===== src/rtl/alu8_pkg.sv =====
package alu8_pkg;

  typedef enum logic [2:0] {
    OP_ADD = 3'd0,
    OP_ADC = 3'd1,
    OP_SUB = 3'd2,
    OP_SBC = 3'd3,
    OP_CMP = 3'd4,
    OP_AND = 3'd5,
    OP_OR  = 3'd6,
    OP_XOR = 3'd7
  } aluOp_e;

  typedef enum logic [1:0] {
    LG_NONE = 2'd0,
    LG_AND  = 2'd1,
    LG_OR   = 2'd2,
    LG_XOR  = 2'd3
  } logicSel_e;

  // Strobes from the decoder to the datapath
  typedef struct packed {
    logic      subMode;   // invert source, borrow sense on carries
    logic      takeCarry; // fold carryIn into the sum
    logic      keepAcc;   // pass opA to the result port
    logicSel_e logicSel;  // bitwise function, LG_NONE for arithmetic
  } aluStrobe_t;

  // Status byte bit positions
  localparam int FLAG_S  = 7;
  localparam int FLAG_Z  = 6;
  localparam int FLAG_H  = 4;
  localparam int FLAG_PV = 2;
  localparam int FLAG_N  = 1;
  localparam int FLAG_C  = 0;
  localparam int FLAG_W  = 8;

endpackage


===== src/rtl/alu8_ctrl.sv =====
module alu8_ctrl
  import alu8_pkg::*;
(
  input  logic [2:0] opSel,
  output aluStrobe_t strobe
);

  aluOp_e opCode;
  assign opCode = aluOp_e'(opSel);

  always_comb begin
    strobe = '{subMode: 1'b0, takeCarry: 1'b0, keepAcc: 1'b0, logicSel: LG_NONE};
    case (opCode)
      OP_ADD: ;
      OP_ADC: strobe.takeCarry = 1'b1;
      OP_SUB: strobe.subMode = 1'b1;
      OP_SBC: begin
        strobe.subMode   = 1'b1;
        strobe.takeCarry = 1'b1;
      end
      OP_CMP: begin
        strobe.subMode = 1'b1;
        strobe.keepAcc = 1'b1;
      end
      OP_AND: strobe.logicSel = LG_AND;
      OP_OR:  strobe.logicSel = LG_OR;
      OP_XOR: strobe.logicSel = LG_XOR;
      default: ;
    endcase
  end

endmodule


===== src/rtl/alu8_dpath.sv =====
module alu8_dpath
  import alu8_pkg::*;
#(
  parameter int W = 8
) (
  input  logic [W-1:0]      opA,
  input  logic [W-1:0]      opB,
  input  logic              carryIn,
  input  aluStrobe_t        strobe,
  output logic [W-1:0]      result,
  output logic [FLAG_W-1:0] flags
);

  localparam int HB = W / 2;

  logic [W-1:0] srcOp;
  logic         cInEff;
  logic [W:0]   sumFull;
  logic [HB:0]  sumLow;
  logic [W-1:0] arithRes;
  logic [W-1:0] logicRes;
  logic [W-1:0] flagSrc;
  logic         carryOut;
  logic         halfOut;
  logic         ovfOut;
  logic         isLogic;

  // Subtraction as a + ~b + 1 - borrowIn
  assign srcOp   = strobe.subMode ? ~opB : opB;
  assign cInEff  = strobe.subMode ^ (strobe.takeCarry & carryIn);
  assign sumFull = {1'b0, opA} + {1'b0, srcOp} + {{W{1'b0}}, cInEff};
  assign sumLow  = {1'b0, opA[HB-1:0]} + {1'b0, srcOp[HB-1:0]} + {{HB{1'b0}}, cInEff};
  assign arithRes = sumFull[W-1:0];
  assign carryOut = sumFull[W] ^ strobe.subMode;
  assign halfOut  = sumLow[HB] ^ strobe.subMode;
  assign ovfOut   = (opA[W-1] == srcOp[W-1]) && (arithRes[W-1] != opA[W-1]);

  always_comb begin
    case (strobe.logicSel)
      LG_AND:  logicRes = opA & opB;
      LG_OR:   logicRes = opA | opB;
      LG_XOR:  logicRes = opA ^ opB;
      default: logicRes = '0;
    endcase
  end

  assign isLogic = (strobe.logicSel != LG_NONE);
  assign flagSrc = isLogic ? logicRes : arithRes;
  assign result  = strobe.keepAcc ? opA : flagSrc;

  always_comb begin
    flags          = '0;
    flags[FLAG_S]  = flagSrc[W-1];
    flags[FLAG_Z]  = (flagSrc == '0);
    flags[FLAG_H]  = isLogic ? (strobe.logicSel == LG_AND) : halfOut;
    flags[FLAG_PV] = isLogic ? ~^logicRes : ovfOut;
    flags[FLAG_N]  = strobe.subMode;
    flags[FLAG_C]  = isLogic ? 1'b0 : carryOut;
  end

endmodule


===== src/rtl/alu8_flagreg.sv =====
module alu8_flagreg
  import alu8_pkg::*;
(
  input  logic              clk,
  input  logic              rstN,
  input  logic              wrEn,
  input  logic [FLAG_W-1:0] dIn,
  output logic [FLAG_W-1:0] q
);

  always_ff @(posedge clk or negedge rstN) begin
    if (!rstN)     q <= '0;
    else if (wrEn) q <= dIn;
  end

endmodule


===== src/rtl/alu8_core.sv =====
module alu8_core
  import alu8_pkg::*;
(
  input  logic       clk,
  input  logic       rstN,
  input  logic [2:0] opSel,
  input  logic [7:0] opA,
  input  logic [7:0] opB,
  input  logic       carryIn,
  input  logic       flagWrEn,
  output logic [7:0] result,
  output logic [7:0] flagsNext,
  output logic [7:0] flagsReg
);

  aluStrobe_t strobe;

  alu8_ctrl u_ctrl (
    .opSel  (opSel),
    .strobe (strobe)
  );

  alu8_dpath #(.W(8)) u_dpath (
    .opA     (opA),
    .opB     (opB),
    .carryIn (carryIn),
    .strobe  (strobe),
    .result  (result),
    .flags   (flagsNext)
  );

  alu8_flagreg u_flagreg (
    .clk  (clk),
    .rstN (rstN),
    .wrEn (flagWrEn),
    .dIn  (flagsNext),
    .q    (flagsReg)
  );

endmodule


===== config.mk =====
export PLATFORM = sky130hd
export DESIGN_NAME = alu8_core
export DESIGN_NICKNAME = d
export VERILOG_FILES = /design/src/rtl/alu8_pkg.sv /design/src/rtl/alu8_ctrl.sv /design/src/rtl/alu8_dpath.sv /design/src/rtl/alu8_flagreg.sv /design/src/rtl/alu8_core.sv
export SDC_FILE = /design/constraint.sdc
export NUM_CORES = 1
export LEC_CHECK = 0
export ABC_AREA = 1
export BUFFER_PORTS_ARGS = -buffer_cell sky130_fd_sc_hd__buf_4
export CORE_UTILIZATION = 35
export CTS_CLUSTER_DIAMETER = 80
export DETAILED_ROUTE_END_ITERATION = 10
export PLACE_DENSITY = 0.65
export SLEW_MARGIN = 20
export SYNTH_ARGS = -nofsm -noshare
export SYNTH_HDL_FRONTEND = slang
export SYNTH_SLANG_ARGS = --single-unit

===== constraint.sdc =====
create_clock -name clk -period 8 [get_ports clk]
set_input_delay 0.4 -clock clk [delete_from_list [all_inputs] [get_ports clk]]
set_output_delay 0.4 -clock clk [all_outputs]
set_load 0.05 [all_outputs]

==> impl_summary.md, run 1 <==
Layout
The number of antenna diodes in the final layout is 0. u_flagreg.q holds more flip-flops than any other register. The signed area change from the synthesized netlist to the final layout is 21.5%. In the final layout, the registers with the most flip-flops are u_flagreg.q (6). The number of flip-flops under the largest register name is 6.

Of the cells placed in the final design, the portion with a size suffix greater than 1 is 19.4%. The net count of the finished layout is 370. The final cell area excluding filler cells is ~2100 µm².

Clocking
The count of instances resized after the clock tree is built is 0. After clock tree synthesis, the clock-pin slew on the worst setup and hold paths is roughly 0.040 ns. No sink is reached through more buffers than the 2 on the longest clock path. The insertion delay to the later sink of the worst-skew pair is 0.22 ns. The post-CTS setup buffer count is 0.

TritonCTS built the clock tree. CTS built an H-tree with a depth of 1. In this run, CTS created clock tree buffers numbering 3. CTS saw 6 sinks.

The buffer cell driving the clock tree root is sky130_fd_sc_hd__clkbuf_8.

Synth
Counting distinct cell types in the post-synthesis netlist gives 30. The share of flip-flops with an asynchronous set or reset after synthesis is between 90% and 100%. By count the netlist is led by 92 x sky130_fd_sc_hd__nand2_1, 45 x sky130_fd_sc_hd__inv_1, 24 x sky130_fd_sc_hd__ha_1. The biggest area consumer among synthesized cells is sky130_fd_sc_hd__nand2_1. The area of the mapped netlist is 1690 µm². The area share of the leading cell type in the synthesized netlist is 20.4%.

The share of the Yosys chip area taken by registers is ~9%. The number of synthesized flops with an enable pin is 0. The number of cells produced by synthesis is between 200 and 300. The mean post-synth cell area is 6.06 µm². After synthesis, the cell types taking the most area are sky130_fd_sc_hd__nand2_1 20%, sky130_fd_sc_hd__ha_1 18%, sky130_fd_sc_hd__inv_1 10%. In the post-synthesis netlist, the cell with the most instances is sky130_fd_sc_hd__nand2_1. The flop and latch count out of synthesis is 6. The number of synthesis warnings is 0. The flip-flop cell with the highest count after synthesis is sky130_fd_sc_hd__dfrtp_1.

Placed design
OpenSTA, run right after detailed placement, puts the worst setup slack at ~4.2 ns. The count of input and output buffers is 42. After legalization and detailed placement, the total HPWL measured ~3.6 mm. Routability-driven placement finished with a final weighted congestion of 0.842. The placed instances occupy a cell area of between 2000 and 2500 µm².

Route
The detail-routed via count per cell is 4.76. The first routing iteration left 70 violations. The first detailed-routing pass ran for 4 iterations. The total detailed-routing wirelength is 4.33 mm. The mean routed wirelength per cell is 11.7 µm. The total vias in the final route is roughly 1800. In the routed design, unresolved DRC markers number 0. The remaining antenna violation count is 0.

Critical path
The cell with the largest stage delay on the worst path is sky130_fd_sc_hd__fa_1. The combined buffer and inverter count along the critical path is 5. Traced cell by cell, the critical path runs through buf_4 > inv_2 > nor3_4 > a21oi_1 > buf_4 > xor2_1 > fa_1 > inv_1 > fa_1 > nand3_1 > nand3_1 > a21oi_1 > nor2_1 > o21ai_0 > nand2_1 > nand2_1 > nand2_1 > nor2_1 > buf_4. The largest single stage delay on the critical path is around 0.4 ns.

The critical path launch point type is a primary input. At the worst endpoint, the arrival time is 3.41 ns. Of all nets on the critical path, the largest fanout is 16. In this design, the largest share of critical-path delay is due to simple AND/OR/NAND/NOR gates.

The worst setup path is captured at an output pin. Data on the critical path is required at its endpoint by between 7 and 8 ns. The critical path class is in -> out.

Pwr
Across the VDD grid, the largest voltage drop is 0.0000558 V. The proportion of power drawn by combinational gates is 73.5%. The ratio of total power to cell area is 151 nW/µm². In this run the power spent charging and discharging nets is roughly 0.00017 W.

The design internal power is around 0.00014 W. Sequential cells account for 12.1% of the total power. The portion of total power attributed to the clock network is 14.4%.

In this run the static leakage power is 1.27 nW. In this run switching power makes up a little under three fifths of total power.

Job
The number of maximum-capacitance constraint violations is 0.

STA
The total negative setup slack is 0 ns. The post-layout minimum cycle time is between 3 and 4 ns. The final-report max-slew violation count is 0. After layout, the worst setup slack is 4.19 ns.

For this run, the top clock speed supported by timing is 0.263 GHz. The final hold violation count is 0. The setup-violating endpoint count in the final report is 0. The share of the cycle needed by the critical path after routing is 47.6%. On the final layout, the worst clock skew is 0 ns. Setup repair after global routing left no endpoint under its margin.

Floorplanning
The die is 71.5 µm wide. The initial cell density of the core is 37.5%. In this run the standard cell core region covers 4500 µm². The die covers slightly above 5000 µm². The row count is 24.

The vertical die dimension is ~71 µm. During I/O placement, the number of pins put on the boundary was 47.

Hold path
The class of the worst hold path is in -> reg.

GRT
Entering global routing, the biggest net connects 19 pins. The number of global-route vias before repair is 1616. The initial antenna violation count is 0.

The first global-routing pass estimated 7.33 mm of wire. The total overflow reported by the global router is 0. In the global route stage, overall resource usage came out at 17.7%.

Outcome
The run finished with clean final reports.
## timing repair
action                     CTS  global route
setup endpoints to repair    0             0
hold buffers                 1             0
hold endpoints to repair     6             0
## worst register-to-register path, stage by stage, from the launching register on
cell	delay [ns]
sky130_fd_sc_hd__dfrtp_1	0.38
sky130_fd_sc_hd__nand2_1	0.06
sky130_fd_sc_hd__o21ai_0	0.07
## power by group through the flow
stage                     logic [W]  registers [W]  clock network [W]
final                      0.000228      0.0000376          0.0000446
after global routing       0.000251      0.0000382          0.0000469
after CTS                  0.000229      0.0000377          0.0000449
after detailed placement   0.000227      0.0000380                  0
after global placement     0.000227      0.0000380                  0
after floorplan            0.000150      0.0000545                  0
## area by class of cell
class,instances,area [µm²]
Clock buffer,3,41.3
Fill cell,498,2450
Sequential cell,6,150
Inverter,50,188
Multi-Input combinational cell,216,1280
Tap cell,52,65.1
Timing Repair Buffer,44,333
## logic make-up (layout without fill, tap and decap cells)
group           after synthesis  in the layout  synth area share [%]
flops                         6              6                  8.88
compound gates               30             30                  9.55
simple gates                146            146                  39.7
buf+inv                      60             97                  16.3
xor+xnor                     10             10                  5.18
other cells                   1              4                 0.222
fa+ha+maj                    26             26                  20.1
## per-stage QoR
stage	utilization, %	std cells	total power [W]	hold WS [ns]
final	45.6	371	0.000311	0.416
after global routing	45.6	371	0.000336	0.423
after CTS	45.6	371	0.000311	0.418
after detailed placement	44.4	367	0.000265	0.209
after global placement	44.4	367	0.000265	0.209
after floorplan	-	282	0.000205	0.104
## routing by layer
layer | global-route usage (%) | vias up | wire length (µm)
li1 | - | 954 | -
met1 | 25.6 | 768 | 2130
met2 | 29.4 | 44 | 1960
met3 | 1.69 | 0 | 245
met4 | 1.96 | 0 | 0
met5 | 0 | - | 0
## path summary, 6_finish.rpt
kind,startpoint,to,slack (ns),cells past startpoint
max,opSel[2],flagsNext[0],4.19,19
min,flagWrEn,u_flagreg.q[0],0.42,3
max reg2reg,u_flagreg.q[1],u_flagreg.q[1],7.36,2
min reg2reg,u_flagreg.q[7],u_flagreg.q[7],0.48,2
max in group asynchronous,rstN,u_flagreg.q[6],7.36,2
min in group asynchronous,rstN,u_flagreg.q[0],0.52,2
## cell usage in the layout (no fill, tap or decap)
cell type	Yosys	layout
sky130_fd_sc_hd__nor2_2	3	3
sky130_fd_sc_hd__dfrtp_1	6	6
sky130_fd_sc_hd__o21ai_1	2	2
sky130_fd_sc_hd__nor2_1	13	13
sky130_fd_sc_hd__o21a_1	1	1
sky130_fd_sc_hd__a31oi_1	2	2
sky130_fd_sc_hd__fa_1	2	2
sky130_fd_sc_hd__ha_1	24	24
sky130_fd_sc_hd__nand2_4	1	1
sky130_fd_sc_hd__inv_2	4	4
sky130_fd_sc_hd__conb_1	1	4
sky130_fd_sc_hd__o21ai_0	15	15
sky130_fd_sc_hd__nand2_1	92	92
sky130_fd_sc_hd__clkbuf_8	0	3
sky130_fd_sc_hd__nand3b_1	1	1
sky130_fd_sc_hd__o21ai_2	1	1
sky130_fd_sc_hd__a21oi_1	8	8
sky130_fd_sc_hd__clkinv_1	1	1
sky130_fd_sc_hd__nor3_4	1	1
sky130_fd_sc_hd__o21bai_1	1	1
sky130_fd_sc_hd__xor2_1	10	10
sky130_fd_sc_hd__nand3_1	16	16
sky130_fd_sc_hd__nand3_2	3	3
sky130_fd_sc_hd__dlygate4sd3_1	0	1
sky130_fd_sc_hd__or2_2	1	1
sky130_fd_sc_hd__nand4_1	13	13
sky130_fd_sc_hd__nand2_2	1	1
sky130_fd_sc_hd__inv_1	45	45
sky130_fd_sc_hd__buf_4	5	43
sky130_fd_sc_hd__nor2_8	1	1
(Power assumes the default switching activity.)
==> run 2: changes to the inputs <==
PLACE_DENSITY = 0.67   (was 0.65)
clock period = 3.22 ns   (was 8 ns; I/O delays follow)
==> impl_summary.md, run 2 (synthesized netlist as in run 1, its figures left out) <==
Critical path
The kind of capture point of the worst setup path is an output pin. For this design, the slowest cell found on the critical path is sky130_fd_sc_hd__fa_1. The critical-path maximum fanout was 9 (-7). The startpoint of the worst register-to-register path is u_flagreg.q[1]. The cell repeated most along the worst path is sky130_fd_sc_hd__nand2_1.

The setup path with the least slack is of type in -> out. The critical path data required time came to 3.06 ns (-4.54 ns). The signal on the critical path passes through buf_4 > nor3_4 > a21oi_2 > xor2_1 > fa_1 > inv_1 > fa_1 > nand3_1 > nand3_1 > a21oi_1 > nor2_1 > o21ai_0 > nand2_1 > nand2_1 > nand2_1 > nor2_4 > buf_4. The worst endpoint data arrival time is 2.77 ns (-0.64 ns). The worst setup slack for register-to-register paths is 2.59 ns (-4.77 ns). The number of cells traversed by the worst register-to-register path is 2 (unchanged). The largest stage delay on the critical path is 0.41 ns (about the same). The critical path launch point type is a primary input.

The worst register-to-register path ends at u_flagreg.q[1].

Route
The total detailed-routing wirelength is 4.49 mm (+3.6%). The detail-routed via count per cell is 4.91 (+3.2%). The number of iterations in the first detailed-routing pass is 4 (unchanged). The total vias in the final route was 1842 (+4.3%). The remaining design rule violation count is 0 (unchanged). The remaining antenna violation count came to 0 (unchanged). The number of DRC markers after the initial detailed-route iteration is 75 (+7.1%). The mean routed wirelength per cell is 12.0 µm (+2.4%).

Floorplanning
The placeable core region is 4500 µm² (unchanged). The horizontal die dimension came to 71.5 µm (unchanged). The vertical die dimension is 71.5 µm (unchanged). The row count is 24 (unchanged). The die area is 5110 µm² (unchanged). The I/O pin total is 47 (unchanged).

The initial cell density of the core is 37.5% (unchanged).

Placed design
The count of input and output buffers is 42 (unchanged). The estimated wirelength of the detail-placed design is 3.58 mm (-0.22%). The last weighted congestion value of the routability-driven placer is 0.902 (+7.1%). The worst slack at placement is 0.207 ns (-3.99 ns).

Layout
Counting flops per register, the top entry is u_flagreg.q. Leaving out fill and tap cells, the most frequent cells in the layout are 92 x sky130_fd_sc_hd__nand2_1, 47 x sky130_fd_sc_hd__buf_4, 45 x sky130_fd_sc_hd__inv_1. The number of flip-flops under the largest register name is 6 (unchanged).

The layout net count came to 374 (+1.1%). Leaving out fill and tap cells, the most frequent cell in the layout is sky130_fd_sc_hd__nand2_1. The share of post-route cells with drive strength above 1 is 21.1% (+1.6 points). In the final layout, the registers with the most flip-flops are u_flagreg.q (6). The signed area change from the synthesized netlist to the final layout is 23.9%. The final antenna diode count is 0 (unchanged).

STA
The post-layout minimum cycle time is about 2.9 ns. The final hold violation count is 0 (unchanged). The setup-violating endpoint count in the final report was 0 (unchanged).

The slack of the critical path was 0.289 ns (-3.91 ns). Derived from the worst setup path, the maximum achievable clock frequency is 0.341 GHz. The total negative setup slack came to 0 ns (unchanged). The share of the cycle needed by the critical path after routing is 91.0%.

The post-route worst hold slack came to 0.173 ns (-0.244 ns). The final-report max-slew violation count is 0 (unchanged). The worst-case clock skew came to 0 ns (unchanged).

Setup repair after global routing left no endpoint under its margin.

Pwr
The total power came to 0.000782 W (+150%). The ratio of total power to cell area is 373 nW/µm² (+150%). The maximum ir drop on the vdd rail is 0.000166 V (+200%).

The leakage power summed over all cells is 1.29 nW (+1.7%).

Hold path
The class of the worst hold path is in -> reg. The destination of the worst hold path is u_flagreg.q[7]. The start point of the worst min-delay path is flagWrEn.

The number of cells on the worst hold path is 3 (unchanged).

Clocking
The insertion delay to the later sink of the worst-skew pair was 0.22 ns (about the same). The post-CTS setup buffer count is 0 (unchanged). The TritonCTS buffer count is 3 (unchanged). The count of H-tree levels built during CTS is 1 (unchanged). The cell sitting at the root of the clock tree is a sky130_fd_sc_hd__clkbuf_8. The clock tree buffer depth is 2 (unchanged).

The sink count of the clock tree came to 6 (unchanged). The clock transition at the register clock pins on the worst setup and hold paths after CTS is 0.03 ns (about the same). The TritonCTS clock tree is done.

GRT
The total overflow reported by the global router is 0 (unchanged). The number of global-route vias before repair was 1689 (+4.5%). The initial antenna violation count is 0 (unchanged). The first-pass GRT wire length is 7.58 mm (+3.5%). The global-route total usage across every layer is 18.4% (+0.78 points). The pin count of the biggest net entering global routing is 17 (-2).

Job
The number of maximum-capacitance constraint violations is 0 (unchanged).

Outcome
The flow ran to the end, and the final reports show no timing, DRC or antenna violations.
run 2: what timing repair did:
action                                  CTS  global route
endpoints found under the hold margin     6             0
gates resized for setup                   0             1
hold buffers                              1             0
endpoints found under the setup margin    0             1
run 2: final cells by class:
class                   instances  area, µm²
fillers                       481       2410
multi-input cells             216       1290
repair buffers                 48        363
inverters                      50        188
flip-flops and latches          6        150
well taps                      52       65.1
clock buffers                   3       41.3
run 2: report_power, final:
part           leakage, nW  switching (W)  internal (W)   total, W
combinational         1.19       0.000396      0.000182   0.000578
clock               0.0216      0.0000304     0.0000801   0.000110
sequential          0.0770     0.00000673     0.0000875  0.0000943
run 2: worst max path at each step:
stage                         endpoint  slack, ns     start
after floorplan              result[3]      0.007  opSel[0]
after global placement    flagsNext[0]       0.32  opSel[2]
after detailed placement  flagsNext[0]       0.21  opSel[1]
after CTS                 flagsNext[0]       0.18  opSel[1]
after global routing      flagsNext[0]       0.02  opSel[2]
final                     flagsNext[0]       0.29  opSel[1]
run 2: layer usage:
layer	wire [µm]	track usage, %	up-vias	share of wire (%)
met5	0	0	-	0
met4	61	5.45	0	1.4
met3	132	1.13	7	2.9
met2	2020	30.5	45	45
met1	2280	26.0	829	51
li1	-	-	961	-
run 2: critical path: cells and delay by family:
kind	cells	cell delay [ns]
buffers and inverters	3	0.44
xor gates and xnor gates	1	0.22
adders and majority gates	2	0.60
and+or+nand+nor	8	0.70
AOI/OAI and AO/OA	3	0.64
run 2: through the flow:
step,cell area (µm²),utilization (%),std cells
floorplan,1710,-,282
global placement,2040,45.3,371
detailed placement,2040,45.3,371
CTS,2090,46.4,375
global route,2090,46.5,375
finish,2090,46.5,375
